File: config.mk
export PLATFORM = sky130hd
export DESIGN_NAME = tedrop_column
export DESIGN_NICKNAME = d
export VERILOG_FILES = /design/src/rtl/tedrop_pkg.sv /design/src/rtl/tedrop_skew.sv /design/src/rtl/tedrop_pe.sv /design/src/rtl/tedrop_column.sv
export SDC_FILE = /design/constraint.sdc
export NUM_CORES = 1
export LEC_CHECK = 0
export ABC_AREA = 1
export BUFFER_PORTS_ARGS = -buffer_cell sky130_fd_sc_hd__buf_4
export CORE_AREA = 2 2 238 217
export CTS_BUF_LIST = sky130_fd_sc_hd__clkbuf_8
export DETAILED_ROUTE_END_ITERATION = 10
export DIE_AREA = 0 0 240 219
export PLACE_DENSITY = 0.74
export REMOVE_ABC_BUFFERS = 1
export SLEW_MARGIN = 20
export SYNTH_ARGS = -nofsm -noshare
export SYNTH_HDL_FRONTEND = slang
export SYNTH_SLANG_ARGS = --single-unit
File: constraint.sdc
create_clock -name clk -period 7.9 [get_ports clk]
set_input_delay 0.79 -clock clk [delete_from_list [all_inputs] [get_ports clk]]
set_output_delay 0.79 -clock clk [all_outputs]
set_load 0.01 [all_outputs]
File: src/rtl/tedrop_pkg.sv
package tedrop_pkg;
    localparam int unsigned DEF_NUM_PE = 4;
    localparam int unsigned DEF_DATA_W = 8;
    localparam int unsigned DEF_ACC_W  = 24;
    localparam int unsigned DEF_CNT_W  = 4;
endpackage

File: src/rtl/tedrop_skew.sv
module tedrop_skew #(
    parameter int unsigned W     = 9,
    parameter int unsigned DEPTH = 1
) (
    input  logic         clk,
    input  logic         rst_n,
    input  logic [W-1:0] din,
    output logic [W-1:0] dout
);
    typedef logic [W-1:0] stage_t;

    stage_t line_d [DEPTH];
    stage_t line_q [DEPTH];

    always_comb begin
        line_d[0] = din;
        for (int i = 1; i < DEPTH; i++) begin
            line_d[i] = line_q[i-1];
        end
    end

    always_ff @(posedge clk or negedge rst_n) begin
        if (!rst_n) begin
            for (int i = 0; i < DEPTH; i++) begin
                line_q[i] <= '0;
            end
        end else begin
            line_q <= line_d;
        end
    end

    assign dout = line_q[DEPTH-1];
endmodule

File: src/rtl/tedrop_pe.sv
module tedrop_pe #(
    parameter int unsigned DATA_W = 8,
    parameter int unsigned ACC_W  = 24,
    parameter int unsigned CNT_W  = 4,
    parameter logic [ACC_W-1:0] INJ_MASK = {1'b1, {(ACC_W-2){1'b0}}, 1'b1}
) (
    input  logic              clk,
    input  logic              rst_n,
    input  logic              wt_load,
    input  logic [DATA_W-1:0] wt_in,
    input  logic [DATA_W-1:0] act_in,
    input  logic              inj_in,
    input  logic              valid_in,
    input  logic [ACC_W-1:0]  psum_in,
    input  logic              drop_in,
    output logic [DATA_W-1:0] act_out,
    output logic              valid_out,
    output logic [ACC_W-1:0]  psum_out,
    output logic              drop_out,
    output logic [CNT_W-1:0]  err_cnt
);
    localparam int unsigned PROD_W = 2 * DATA_W;
    localparam int unsigned EXT_W  = ACC_W - PROD_W;
    localparam logic [CNT_W-1:0] CNT_MAX = '1;

    typedef struct packed {
        logic [DATA_W-1:0] wt;
        logic [DATA_W-1:0] act;
        logic              valid;
        logic [ACC_W-1:0]  main;
        logic [ACC_W-1:0]  shadow;
        logic [CNT_W-1:0]  cnt;
    } pe_state_t;

    pe_state_t st_d, st_q;

    logic                     mismatch;
    logic signed [PROD_W-1:0] prod;
    logic [ACC_W-1:0]         prod_ext;
    logic [ACC_W-1:0]         mac_val;
    logic [ACC_W-1:0]         flip;

    always_comb begin
        // error flag: any bit differing between the two captured copies
        mismatch = |(st_q.main ^ st_q.shadow);

        prod     = $signed(act_in) * $signed(st_q.wt);
        prod_ext = {{EXT_W{prod[PROD_W-1]}}, prod};

        // a bypassed element passes the forwarded sum through untouched
        mac_val  = drop_in ? psum_in : psum_in + prod_ext;

        // late-settling path model: main copy captures disturbed bits
        flip     = (inj_in && valid_in) ? INJ_MASK : '0;

        st_d        = st_q;
        st_d.act    = act_in;
        st_d.valid  = valid_in;
        st_d.main   = mac_val ^ flip;
        st_d.shadow = mac_val;
        if (wt_load) begin
            st_d.wt = wt_in;
        end
        if (mismatch && (st_q.cnt != CNT_MAX)) begin
            st_d.cnt = st_q.cnt + 1'b1;
        end
    end

    always_ff @(posedge clk or negedge rst_n) begin
        if (!rst_n) begin
            st_q <= '0;
        end else begin
            st_q <= st_d;
        end
    end

    assign act_out   = st_q.act;
    assign valid_out = st_q.valid;
    assign psum_out  = mismatch ? st_q.shadow : st_q.main;
    assign drop_out  = mismatch;
    assign err_cnt   = st_q.cnt;
endmodule

File: src/rtl/tedrop_column.sv
module tedrop_column
    import tedrop_pkg::*;
#(
    parameter int unsigned NUM_PE = DEF_NUM_PE,
    parameter int unsigned DATA_W = DEF_DATA_W,
    parameter int unsigned ACC_W  = DEF_ACC_W,
    parameter int unsigned CNT_W  = DEF_CNT_W
) (
    input  logic                     clk,
    input  logic                     rst_n,
    input  logic                     wt_load,
    input  logic [NUM_PE*DATA_W-1:0] wt_in,
    input  logic                     in_valid,
    input  logic [NUM_PE*DATA_W-1:0] act_in,
    input  logic [NUM_PE-1:0]        inj_in,
    input  logic [ACC_W-1:0]         col_psum_in,
    input  logic                     col_drop_in,
    output logic                     col_valid_out,
    output logic [ACC_W-1:0]         col_psum_out,
    output logic                     col_drop_out,
    output logic [NUM_PE*DATA_W-1:0] act_out,
    output logic [NUM_PE*CNT_W-1:0]  err_cnt_out
);
    localparam int unsigned SKEW_W = DATA_W + 1;

    logic [NUM_PE:0]             vld_chain;
    logic [NUM_PE:0]             drop_chain;
    logic [(NUM_PE+1)*ACC_W-1:0] psum_chain;
    logic [NUM_PE*DATA_W-1:0]    act_pe;
    logic [NUM_PE-1:0]           inj_pe;

    assign vld_chain[0]          = in_valid;
    assign drop_chain[0]         = col_drop_in;
    assign psum_chain[ACC_W-1:0] = col_psum_in;

    generate
        for (genvar k = 0; k < NUM_PE; k++) begin : g_row
            if (k == 0) begin : g_noskew
                assign act_pe[DATA_W-1:0] = act_in[DATA_W-1:0];
                assign inj_pe[0]          = inj_in[0];
            end else begin : g_skew
                logic [SKEW_W-1:0] skew_out;
                tedrop_skew #(
                    .W    (SKEW_W),
                    .DEPTH(k)
                ) skew_i (
                    .clk  (clk),
                    .rst_n(rst_n),
                    .din  ({inj_in[k], act_in[k*DATA_W +: DATA_W]}),
                    .dout (skew_out)
                );
                assign act_pe[k*DATA_W +: DATA_W] = skew_out[DATA_W-1:0];
                assign inj_pe[k]                  = skew_out[DATA_W];
            end

            tedrop_pe #(
                .DATA_W(DATA_W),
                .ACC_W (ACC_W),
                .CNT_W (CNT_W)
            ) pe_i (
                .clk      (clk),
                .rst_n    (rst_n),
                .wt_load  (wt_load),
                .wt_in    (wt_in[k*DATA_W +: DATA_W]),
                .act_in   (act_pe[k*DATA_W +: DATA_W]),
                .inj_in   (inj_pe[k]),
                .valid_in (vld_chain[k]),
                .psum_in  (psum_chain[k*ACC_W +: ACC_W]),
                .drop_in  (drop_chain[k]),
                .act_out  (act_out[k*DATA_W +: DATA_W]),
                .valid_out(vld_chain[k+1]),
                .psum_out (psum_chain[(k+1)*ACC_W +: ACC_W]),
                .drop_out (drop_chain[k+1]),
                .err_cnt  (err_cnt_out[k*CNT_W +: CNT_W])
            );
        end
    endgenerate

    assign col_valid_out = vld_chain[NUM_PE];
    assign col_psum_out  = psum_chain[NUM_PE*ACC_W +: ACC_W];
    assign col_drop_out  = drop_chain[NUM_PE];
endmodule

After elaboration in Yosys (flattened, before gate mapping)
Cells that the tools add are included.

Flip-flop bits (word level): 330. Output and inout bits: 74. Word-level logic and storage cells: 78.

Add/sub/neg operators: 8. Multipliers: 4. Equal/unequal tests: 4. Mux-type cells: 12. Bitwise gates (word level): 8. Reductions and logical operators: 12.

Operators by type and width (number): 24-bit 2-to-1 mux (12); 24-bit bitwise XOR (8); 24-bit adder (4); 24-bit OR reduction (4); 8-bit by 8-bit multiplier with 16-bit output (4); 4-bit by 1-bit adder with 4-bit output, second input constant (4); 4-bit != test, second input constant (4); 1-bit logical AND (8).

Logic depth before layout (Yosys ltp)
Gate-level depths: netlist of run 1.

Word-level depth: 6. Gate-level depth with buffers: 39. Mapped depth without buffers: 38.

By module
From an unflattened synthesis of run 1, not the netlist that was laid out.

Cells, all modules: 3294. Area, all modules: 25096.6 µm².

Modules (own cells, without submodules): tedrop_pe (g_row[1].pe_i) (times used 1, cells each 840, area an instance 6033.3 µm², seq. area each 1176.1 µm²); tedrop_pe (g_row[3].pe_i) (times used 1, cells each 812, area an instance 5953.2 µm², seq. area each 1176.1 µm²); tedrop_pe (g_row[0].pe_i) (times used 1, cells each 795, area an instance 5889.4 µm², seq. area each 1176.1 µm²); tedrop_pe (g_row[2].pe_i) (times used 1, cells each 793, area an instance 5869.4 µm², seq. area each 1176.1 µm²); tedrop_skew (g_row[3].g_skew.skew_i) (times used 1, cells each 27, area an instance 675.6 µm², seq. area each 675.6 µm²); tedrop_skew (g_row[2].g_skew.skew_i) (times used 1, cells each 18, area an instance 450.4 µm², seq. area each 450.4 µm²); tedrop_skew (g_row[1].g_skew.skew_i) (times used 1, cells each 9, area an instance 225.2 µm², seq. area each 225.2 µm²).

Least setup slack after synthesis of run 1
No wires, ideal clock.

Path kind: in2reg. From: input act_in[7]. To: register g_row[0].pe_i.st_q[51] (netlist name). Setup time: 0.079 ns. Data arrival time: 6.194 ns. Data required time: 7.821 ns. Setup slack: 1.626 ns. Cell stages on the path: 25. Path buffers: 1. Cell sequence: clkbuf_1 nand2_1 fa_1 inv_1 fa_1 inv_1 fa_1 inv_1 fa_1 ha_1 nand2_1 nor3_1 nand3_1 o2111ai_1 xor2_1 ha_1 a21o_1 a21oi_1 nor2_1 a211oi_1 nand3_1 nand2_1 nand3_1 xnor2_1 xor2_1.

RTL lines: start: declaration (line tedrop_column.sv:14) `input logic [NUM_PE*DATA_W-1:0] act_in,`; end signal: assignment (line tedrop_pe.sv:73) `st_q <= st_d;`; end: declaration (line tedrop_pe.sv:35) `pe_state_t st_d, st_q;`.

==> impl_metrics.tcl, run 1 <==
set metrics [dict create \
    firstDrtPassIters 7 \
    cts_tree "built" \
    finalNetCount 3528 \
    yosysTopAreaCell "dfrtp_1" \
    routed_wirelength_microns 48800 \
    finalHoldViolations 0 \
    max_slew_margin_pct 38.1 \
    finalMaxSlewViolations 0 \
    htreeDepth 2 \
    ys_async_sr_fraction_pct 100 \
    path_buf_inv 6 \
    synth_edf_count 0 \
    tns_ns 0 \
    fin_crit_sh_pct 81.7 \
    fin_ws_ns 1.45 \
    tightest_slew_ns 0.928 \
    area_growth_pct 9.29 \
    root_buffer "clkbuf_8" \
    period_minus_slack_ns 6.45 \
    r2r_slack_ns 1.45 \
    yosysUniqueCellTypes 43 \
    fp.dieArea_sq_um 52600 \
    synth_area_sq_um 23700 \
    cts.sinks 242 \
    synth_most_common_cell "inv_1" \
    gr-usage-all-layers_pct 19.7 \
    setup_viol 0 \
    hpwlAfterDp_microns 39200 \
    worstSetupPathType "reg2reg" \
    routed-via-count 17500 \
    insertion_delay_ns 0.66 \
    die_y_microns 219 \
    io-pin-count 171 \
    pre_cts_ws_ns 1.14 \
    antenna_found_initial 3 \
    drt-vias-per-instance 4.70 \
    postCtsSetupBuffers 0 \
    arrival_ns 6.96 \
    synthTopCellsByCount "inv_1 (691), nand2_1 (676), dfrtp_1 (242)" \
    rows 78 \
    dp.cells 3642 \
    route.antenna.remaining_nets 0 \
    route.detailed.drc 0 \
    worst_path_largest_cell_delay_ns 0.55 \
    crit_fanout 9 \
    slowest_stage "fa_1" \
    grt-ovfl-total 0 \
    clk_pin_slew_ns 0.06 \
    yosys.area.top_type_share_pct 25.5 \
    synth_cells 2995 \
    cts_made_buffers 46 \
    core_sq_um 50000 \
    initial_core_util_pct 47.5 \
    cpMostUsedCell "nand2_1" \
    cts_hold_buf 0 \
    drive_gt1_share_pct 11.3 \
    gp_congestion 0.879 \
    clockBufferDepth 3 \
    grt_pass1_wl_microns 83700 \
    maxCapViolations 0 \
    status "completed" \
    wire_per_inst_microns 13.1 \
    fmax_mhz 155 \
    ys_ff_latch 242 \
    end_kind "flip-flop" \
    synth_area_leaders "dfrtp_1 (26%), fa_1 (19%), inv_1 (11%)" \
    port_buffers 170 \
    grt_max_degree 105 \
    yosysSeqAreaShare_pct 25.5 \
    rsz0062_at_grt "false" \
    syn_area_per_cell_sq_um 7.93 \
    critical-path-top-delay-family "adder cells" \
    layoutNonFillerInstCount 3724 \
    yosysWarnings 0 \
    finalClockSkew_ns 0.0586 \
    synth_ff_type "dfrtp_1" \
    hold_class "in2async" \
    cp-start-kind "flip-flop" \
    grt_pass1_vias 17700 \
    postCtsResizedCells 0 \
    die_w_microns 240 \
    first_iter_violations 886 \
    worstPathRequired_ns 8.41 \
]
## layout make-up
class                      count  area, sq um
antenna                        1         2.50
clock buffer                  59          812
clock inverter                22          183
fill                        4728        24000
inverter                     697         2620
multi-input combinational   1848        14100
sequential                   242         6060
tap                          680          851
timing repair buffer         175         1320
## cell families after synthesis
kind of cell	after synthesis	synth area share, %
and+or+nand+nor	953	16.6
DFF	242	25.5
xor gates and xnor gates	145	5.35
adders and majority gates	421	29.3
AOI/OAI and AO/OA	300	6.83
muxes	29	1.38
buffers and inverters	905	15.1
## worst paths after layout
kind	startpoint	depth (start not counted)	endpoint
setup / recovery	g_row[2].pe_i.st_q[61]$_DFFE_PN0P_	36	g_row[2].pe_i.st_q[51]$_DFF_PN0_
hold / removal	rst_n	1	g_row[3].pe_i.act_out[3]$_DFF_PN0_
setup reg to reg	g_row[2].pe_i.st_q[61]$_DFFE_PN0P_	36	g_row[2].pe_i.st_q[51]$_DFF_PN0_
max in group asynchronous	rst_n	2	g_row[1].pe_i.act_out[6]$_DFF_PN0_
hold reg to reg	g_row[2].g_skew.skew_i.line_d[3]$_DFF_PN0_	0	g_row[2].g_skew.skew_i.dout[3]$_DFF_PN0_
min in group clk	act_in[24]	1	g_row[3].g_skew.skew_i.line_d[9]$_DFF_PN0_
## cell usage in the layout, fill, tap and decap left out, types with 3 or more instances in the layout
cell	Yosys	layout
a21o_1	9	9
a21oi_1	126	126
a31oi_1	12	12
buf_4	48	174
clkbuf_8	0	59
clkinv_2	0	6
dfrtp_1	242	242
fa_1	224	224
ha_1	197	197
inv_1	691	699
inv_2	6	6
mux2_2	29	29
nand2_1	676	676
nand2_2	29	29
nand2_4	5	5
nand3_1	87	87
nand3_2	7	7
nand3b_1	3	3
nand4_1	5	5
nor2_1	105	105
nor2_2	5	5
nor3_1	11	11
nor4_1	6	6
o211ai_1	4	4
o21ai_0	120	120
o21ai_1	4	4
o21bai_1	11	11
o31ai_1	3	3
or2_2	12	12
xnor2_1	70	70
xor2_1	75	75
## routing by layer
| metal | up-vias | track usage (%) | wire, microns | part of all wire [%] |
|---|---|---|---|---|
| met5 | - | 0 | 0 | 0 |
| met4 | 0 | 5.47 | 1080 | 2.2 |
| met3 | 73 | 4.21 | 2740 | 5.6 |
| met2 | 345 | 33.6 | 23100 | 47 |
| met1 | 8191 | 25.3 | 21900 | 45 |
| li1 | 8895 | - | - | - |
## metrics by stage
stage / hold WS (ns) / instance area (sq um) / util (%)
2_1_floorplan: 0.331 / 22800 / -
3_3_place_gp: 0.332 / 25000 / 49.9
3_5_place_dp: 0.335 / 25000 / 49.9
4_1_cts: 0.145 / 26000 / 51.9
5_1_grt: 0.179 / 26000 / 51.9
6_report: 0.147 / 26000 / 51.9
## sequential cells by signal (all words and copies together) (netlist names)
name,flops
g_row.g_skew.skew_i.dout,27
g_row.g_skew.skew_i.line_d,27
g_row.pe_i.act_out,32
g_row.pe_i.err_cnt,16
g_row.pe_i.st_q,136
g_row.pe_i.valid_out,4
Power of run 1 is not shown: default switching activity piles up to over one toggle a cycle in this logic, so the estimate is an artifact.
==> run 2: changes to the inputs <==
==> constraint.sdc (replaced) <==
create_clock -name clk -period 6.1 [get_ports clk]
set_input_delay 0.61 -clock clk [delete_from_list [all_inputs] [get_ports clk]]
set_output_delay 0.61 -clock clk [all_outputs]
set_load 0.01 [all_outputs]
==> run 2 against run 1 <==
Effect of this change:
- clock skew is 0.0015 ns lower
- maximum frequency is 7.4% higher
- worst setup slack worse by 1.4 ns
- via count is 3.7% higher
- wire length is 5.0% higher
- count of clock-buffer cells in the layout is 4 lower
- largest cell class unchanged
- global-route usage is 0.35 points higher
==> impl_metrics.tcl, run 2 (synthesis results as in run 1) <==
set metrics [dict create \
    path_buf_inv 7 \
    clockBufferDepth 3 \
    gr-usage-all-layers_pct 20.1 \
    drive_gt1_share_pct 17.6 \
    period_minus_slack_ns 6.01 \
    routed-via-count 18200 \
    cts_tree "built" \
    finalHoldViolations 0 \
    grt_max_degree 135 \
    worstPathRequired_ns 6.61 \
    io-pin-count 171 \
    insertedDiodeCount 0 \
    grt-ovfl-total 0 \
    worstHoldStart "act_in[27]" \
    fin_crit_sh_pct 98.5 \
    critical-path-top-delay-family "adder cells" \
    status "completed" \
    fin_util_pct 55.0 \
    largest_reg_flops 136 \
    hpwlAfterDp_microns 40200 \
    tns_ns 0 \
    holdWs_ns 0.0675 \
    hold_depth 1 \
    cp-start-kind "flip-flop" \
    cts.sinks 242 \
    rows 78 \
    reg2reg_to "g_row[3].pe_i.st_q[51]$_DFF_PN0_" \
    layoutNonFillerInstCount 3844 \
    arrival_ns 6.52 \
    route.detailed.drc 0 \
    htreeDepth 2 \
    worst_path_largest_cell_delay_ns 0.58 \
    finalMaxSlewViolations 0 \
    dp.cells 3732 \
    drt-vias-per-instance 4.72 \
    finalClockSkew_ns 0.0571 \
    maxCapViolations 0 \
    clk_pin_slew_ns 0.06 \
    finalNetCount 3647 \
    max_slew_margin_pct 45.3 \
    r2r_slack_ns 0.09 \
    rr_worst_depth 38 \
    route.antenna.remaining_nets 0 \
    layout_common_cells "inv_1 (683), nand2_1 (661), buf_4 (280)" \
    die_y_microns 219 \
    initial_core_util_pct 47.5 \
    antenna_found_initial 0 \
    core_sq_um 50000 \
    first_iter_violations 917 \
    grt_pass1_wl_microns 85300 \
    die_w_microns 240 \
    wire_per_inst_microns 13.3 \
    worstSetupPathType "reg2reg" \
    routed_wirelength_microns 51300 \
    port_buffers 170 \
    grt_util_met3_pct 3.89 \
    gp_congestion 0.916 \
    end_kind "flip-flop" \
    crit_fanout 3 \
    fmax_mhz 166 \
    crit-reg2reg-launch "g_row[3].pe_i.st_q[65]$_DFFE_PN0P_" \
    slowest_stage "fa_1" \
    area_growth_pct 15.7 \
    cpMostUsedCell "nand2_1" \
    cts_made_buffers 46 \
    met1_usage_pct 26.1 \
    min_to "g_row[3].g_skew.skew_i.line_d[12]$_DFF_PN0_" \
    setup_viol 0 \
    final_common_cell "inv_1" \
    insertion_delay_ns 0.66 \
    largest-register "g_row.pe_i.st_q" \
    root_buffer "clkbuf_8" \
    rsz0062_at_grt "true" \
    met2_usage_pct 34.5 \
    hold_class "in2reg" \
    tightest_slew_ns 0.821 \
    grt_pass1_vias 17900 \
    busiest_layer "met2" \
    fp.dieArea_sq_um 52600 \
    firstDrtPassIters 5 \
]
[run 2: area by class of cell]
| class | count | area [sq um] |
|---|---|---|
| clock inverter | 28 | 354 |
| fill | 4564 | 22500 |
| sequential | 242 | 6060 |
| tap | 680 | 851 |
| clock buffer | 55 | 757 |
| timing repair buffer | 294 | 2270 |
| inverter | 697 | 2620 |
| multi-input combinational | 1848 | 14600 |
[run 2: timing repair]
action	4_1_cts	5_1_grt
gates cloned	0	0
hold buffers	11	0
buffers inserted	0	19
setup endpoints to repair	2	36
resized for setup	1	122
pin swaps	0	62
hold endpoints to repair	20	0
[run 2: worst register-to-register path, delay by kind of cell, from the launching register on]
family / cells / cell delay [ns]
fa+ha+maj: 6 / 2.76
simple gates: 15 / 0.99
buf+inv: 7 / 0.37
compound gates: 9 / 1.15
xor+xnor: 1 / 0.19
flops: 1 / 0.39
[run 2: how the worst max path moves through the flow]
stage	startpoint	to	cells past startpoint
after floorplan	act_in[7]	g_row[0].pe_i.st_q[51]$_DFF_PN0_	24
after global placement	act_in[6]	g_row[0].pe_i.st_q[51]$_DFF_PN0_	32
after detailed placement	act_in[4]	g_row[0].pe_i.st_q[50]$_DFF_PN0_	34
after CTS	g_row[2].pe_i.st_q[61]$_DFFE_PN0P_	g_row[2].pe_i.st_q[51]$_DFF_PN0_	35
after global routing	g_row[3].pe_i.st_q[65]$_DFFE_PN0P_	g_row[3].pe_i.st_q[51]$_DFF_PN0_	38
final	g_row[3].pe_i.st_q[65]$_DFFE_PN0P_	g_row[3].pe_i.st_q[51]$_DFF_PN0_	38
[run 2: routing by layer]
metal  vias up  wire length [microns]
met4         0                   1070
met2       392                  24800
met3        76                   2810
met5         -                      0
li1       9152                      -
met1      8535                  22600
[run 2: through the flow]
stage,cell area (sq um),setup slack [ns]
floorplan,22800,0.264
global placement,25600,0.0400
detailed placement,25600,-0.0896
CTS,26900,0.0285
global route,27500,-0.239
finish,27500,0.0922
Power of run 2 is left out for the same reason.
==> run 3: changes to the inputs <==
--- a/config.mk
+++ b/config.mk
@@ -7,6 +7,7 @@
 export LEC_CHECK = 0
 export ABC_AREA = 1
 export BUFFER_PORTS_ARGS = -buffer_cell sky130_fd_sc_hd__buf_4
+export CAP_MARGIN = 20
 export CORE_AREA = 2 2 238 217
 export CTS_BUF_LIST = sky130_fd_sc_hd__clkbuf_8
 export DETAILED_ROUTE_END_ITERATION = 10
==> constraint.sdc (replaced) <==
create_clock -name clk -period 7.3 [get_ports clk]
set_input_delay 0.73 -clock clk [delete_from_list [all_inputs] [get_ports clk]]
set_output_delay 0.73 -clock clk [all_outputs]
set_load 0.01 [all_outputs]
==> run 3 against run 2 <==
Effect of this change:
- maximum frequency decreased by 6.9%
- design area decreased by 5.1%
- sequential share of layout area grew 1.1 points
- utilization decreased by 2.8 points
- non-clock buffer count down 116
- count of clock-buffer cells in the layout is 3 lower
- critical path type unchanged
- largest cell class unchanged
==> impl_metrics.tcl, run 3 (synthesis results as in run 1) <==
set metrics [dict create \
    status "completed" \
    fmax_mhz 155 \
    largest-register "g_row.pe_i.st_q" \
    fin_crit_sh_pct 88.4 \
    cp-start-kind "flip-flop" \
    hold_class "in2async" \
    drive_gt1_share_pct 11.5 \
    grt-ovfl-total 0 \
    cts_made_buffers 44 \
    crit_fanout 9 \
    finalMaxSlewViolations 0 \
    cpMostUsedCell "nand2_1" \
    finalNetCount 3529 \
    end_kind "flip-flop" \
    die_y_microns 219 \
    routed_wirelength_microns 47600 \
    wl_met3_microns 2640 \
    insertedDiodeCount 0 \
    finalClockSkew_ns 0.0372 \
    crit-reg2reg-launch "g_row[0].pe_i.st_q[63]$_DFFE_PN0P_" \
    maxCapViolations 0 \
    htreeDepth 2 \
    register_area_sq_um 6060 \
    slowest_stage "fa_1" \
    nFillCells 4664 \
    postCtsSetupBuffers 0 \
    setup_viol 0 \
    routed-via-count 17400 \
    first_iter_violations 870 \
    gp_congestion 0.882 \
    fin_area_sq_um 26100 \
    io-pin-count 171 \
    multiInputGateArea_sq_um 14100 \
    rsz0062_at_grt "false" \
    gr-usage-all-layers_pct 19.3 \
    final_common_cell "inv_1" \
    tns_ns 0 \
    cts.sinks 242 \
    reg2reg_to "g_row[0].pe_i.st_q[51]$_DFF_PN0_" \
    layout_common_cells "inv_1 (696), nand2_1 (676), dfrtp_1 (242)" \
    wire_per_inst_microns 12.8 \
    critical-path-top-delay-family "adder cells" \
    drt-vias-per-instance 4.67 \
    largest_reg_flops 136 \
    route.detailed.drc 0 \
    grt_max_degree 135 \
    initial_core_util_pct 47.5 \
    max_slew_margin_pct 45.2 \
    root_buffer "clkbuf_8" \
    dr.max_layer_used "met4" \
    port_buffers 170 \
    fp.dieArea_sq_um 52600 \
    clk_pin_slew_ns 0.06 \
    firstDrtPassIters 6 \
    layoutNonFillerInstCount 3726 \
    cts_tree "built" \
    postCtsResizedCells 0 \
    worstPathRequired_ns 7.86 \
    path_buf_inv 4 \
    drt-met1-wl_microns 21500 \
    route.antenna.remaining_nets 0 \
    worst_path_largest_cell_delay_ns 0.73 \
    wl_met2_microns 22100 \
    core_sq_um 50000 \
    insertion_delay_ns 0.64 \
    clockBufferDepth 3 \
    rr_worst_depth 25 \
    dpl_cell_area_sq_um 25000 \
    die_w_microns 240 \
    area_growth_pct 9.81 \
    antenna_found_initial 1 \
    grt_pass1_vias 17400 \
    cts_hold_buf 0 \
    rows 78 \
    tightest_slew_ns 0.821 \
    hpwlAfterDp_microns 38500 \
    worstSetupPathType "reg2reg" \
    grt_pass1_wl_microns 82600 \
    dp.cells 3645 \
    period_minus_slack_ns 6.45 \
    arrival_ns 7.01 \
    r2r_slack_ns 0.85 \
    finalHoldViolations 0 \
]
==> run 3: how the worst max path moves through the flow <==
stage	startpoint	end	slack (ns)	cells past startpoint
global placement	act_in[7]	g_row[0].pe_i.st_q[51]$_DFF_PN0_	0.74	25
finish	g_row[0].pe_i.st_q[63]$_DFFE_PN0P_	g_row[0].pe_i.st_q[51]$_DFF_PN0_	0.85	25
CTS	g_row[0].pe_i.st_q[63]$_DFFE_PN0P_	g_row[0].pe_i.st_q[51]$_DFF_PN0_	0.81	25
detailed placement	act_in[7]	g_row[0].pe_i.st_q[51]$_DFF_PN0_	0.58	26
floorplan	act_in[7]	g_row[0].pe_i.st_q[51]$_DFF_PN0_	1.34	24
global route	g_row[0].pe_i.st_q[63]$_DFFE_PN0P_	g_row[0].pe_i.st_q[51]$_DFF_PN0_	0.19	25
==> run 3: cell type report <==
type                            count  share of cell area, %
Timing Repair Buffer              178                   5.20
Inverter                          697                   10.0
Clock buffer                       52                   2.74
Clock inverter                     29                   1.42
Sequential cell                   242                   23.2
Tap cell                          680                   3.26
Multi-Input combinational cell   1848                   54.1
==> run 3: per-layer routing <==
layer	GRT usage, %	up-vias
met5	0	-
met4	5.98	0
met3	3.65	75
met2	32.1	325
met1	25.5	8106
li1	-	8911
==> run 3: per-stage QoR <==
stage,util (%),hold WS (ns),setup slack [ns]
floorplan,-,0.331,1.34
detailed placement,50.0,0.335,0.579
finish,52.2,0.163,0.849
global route,52.2,0.154,0.191
global placement,50.0,0.331,0.745
CTS,52.2,0.141,0.814
Power of run 3 is left out for the same reason.
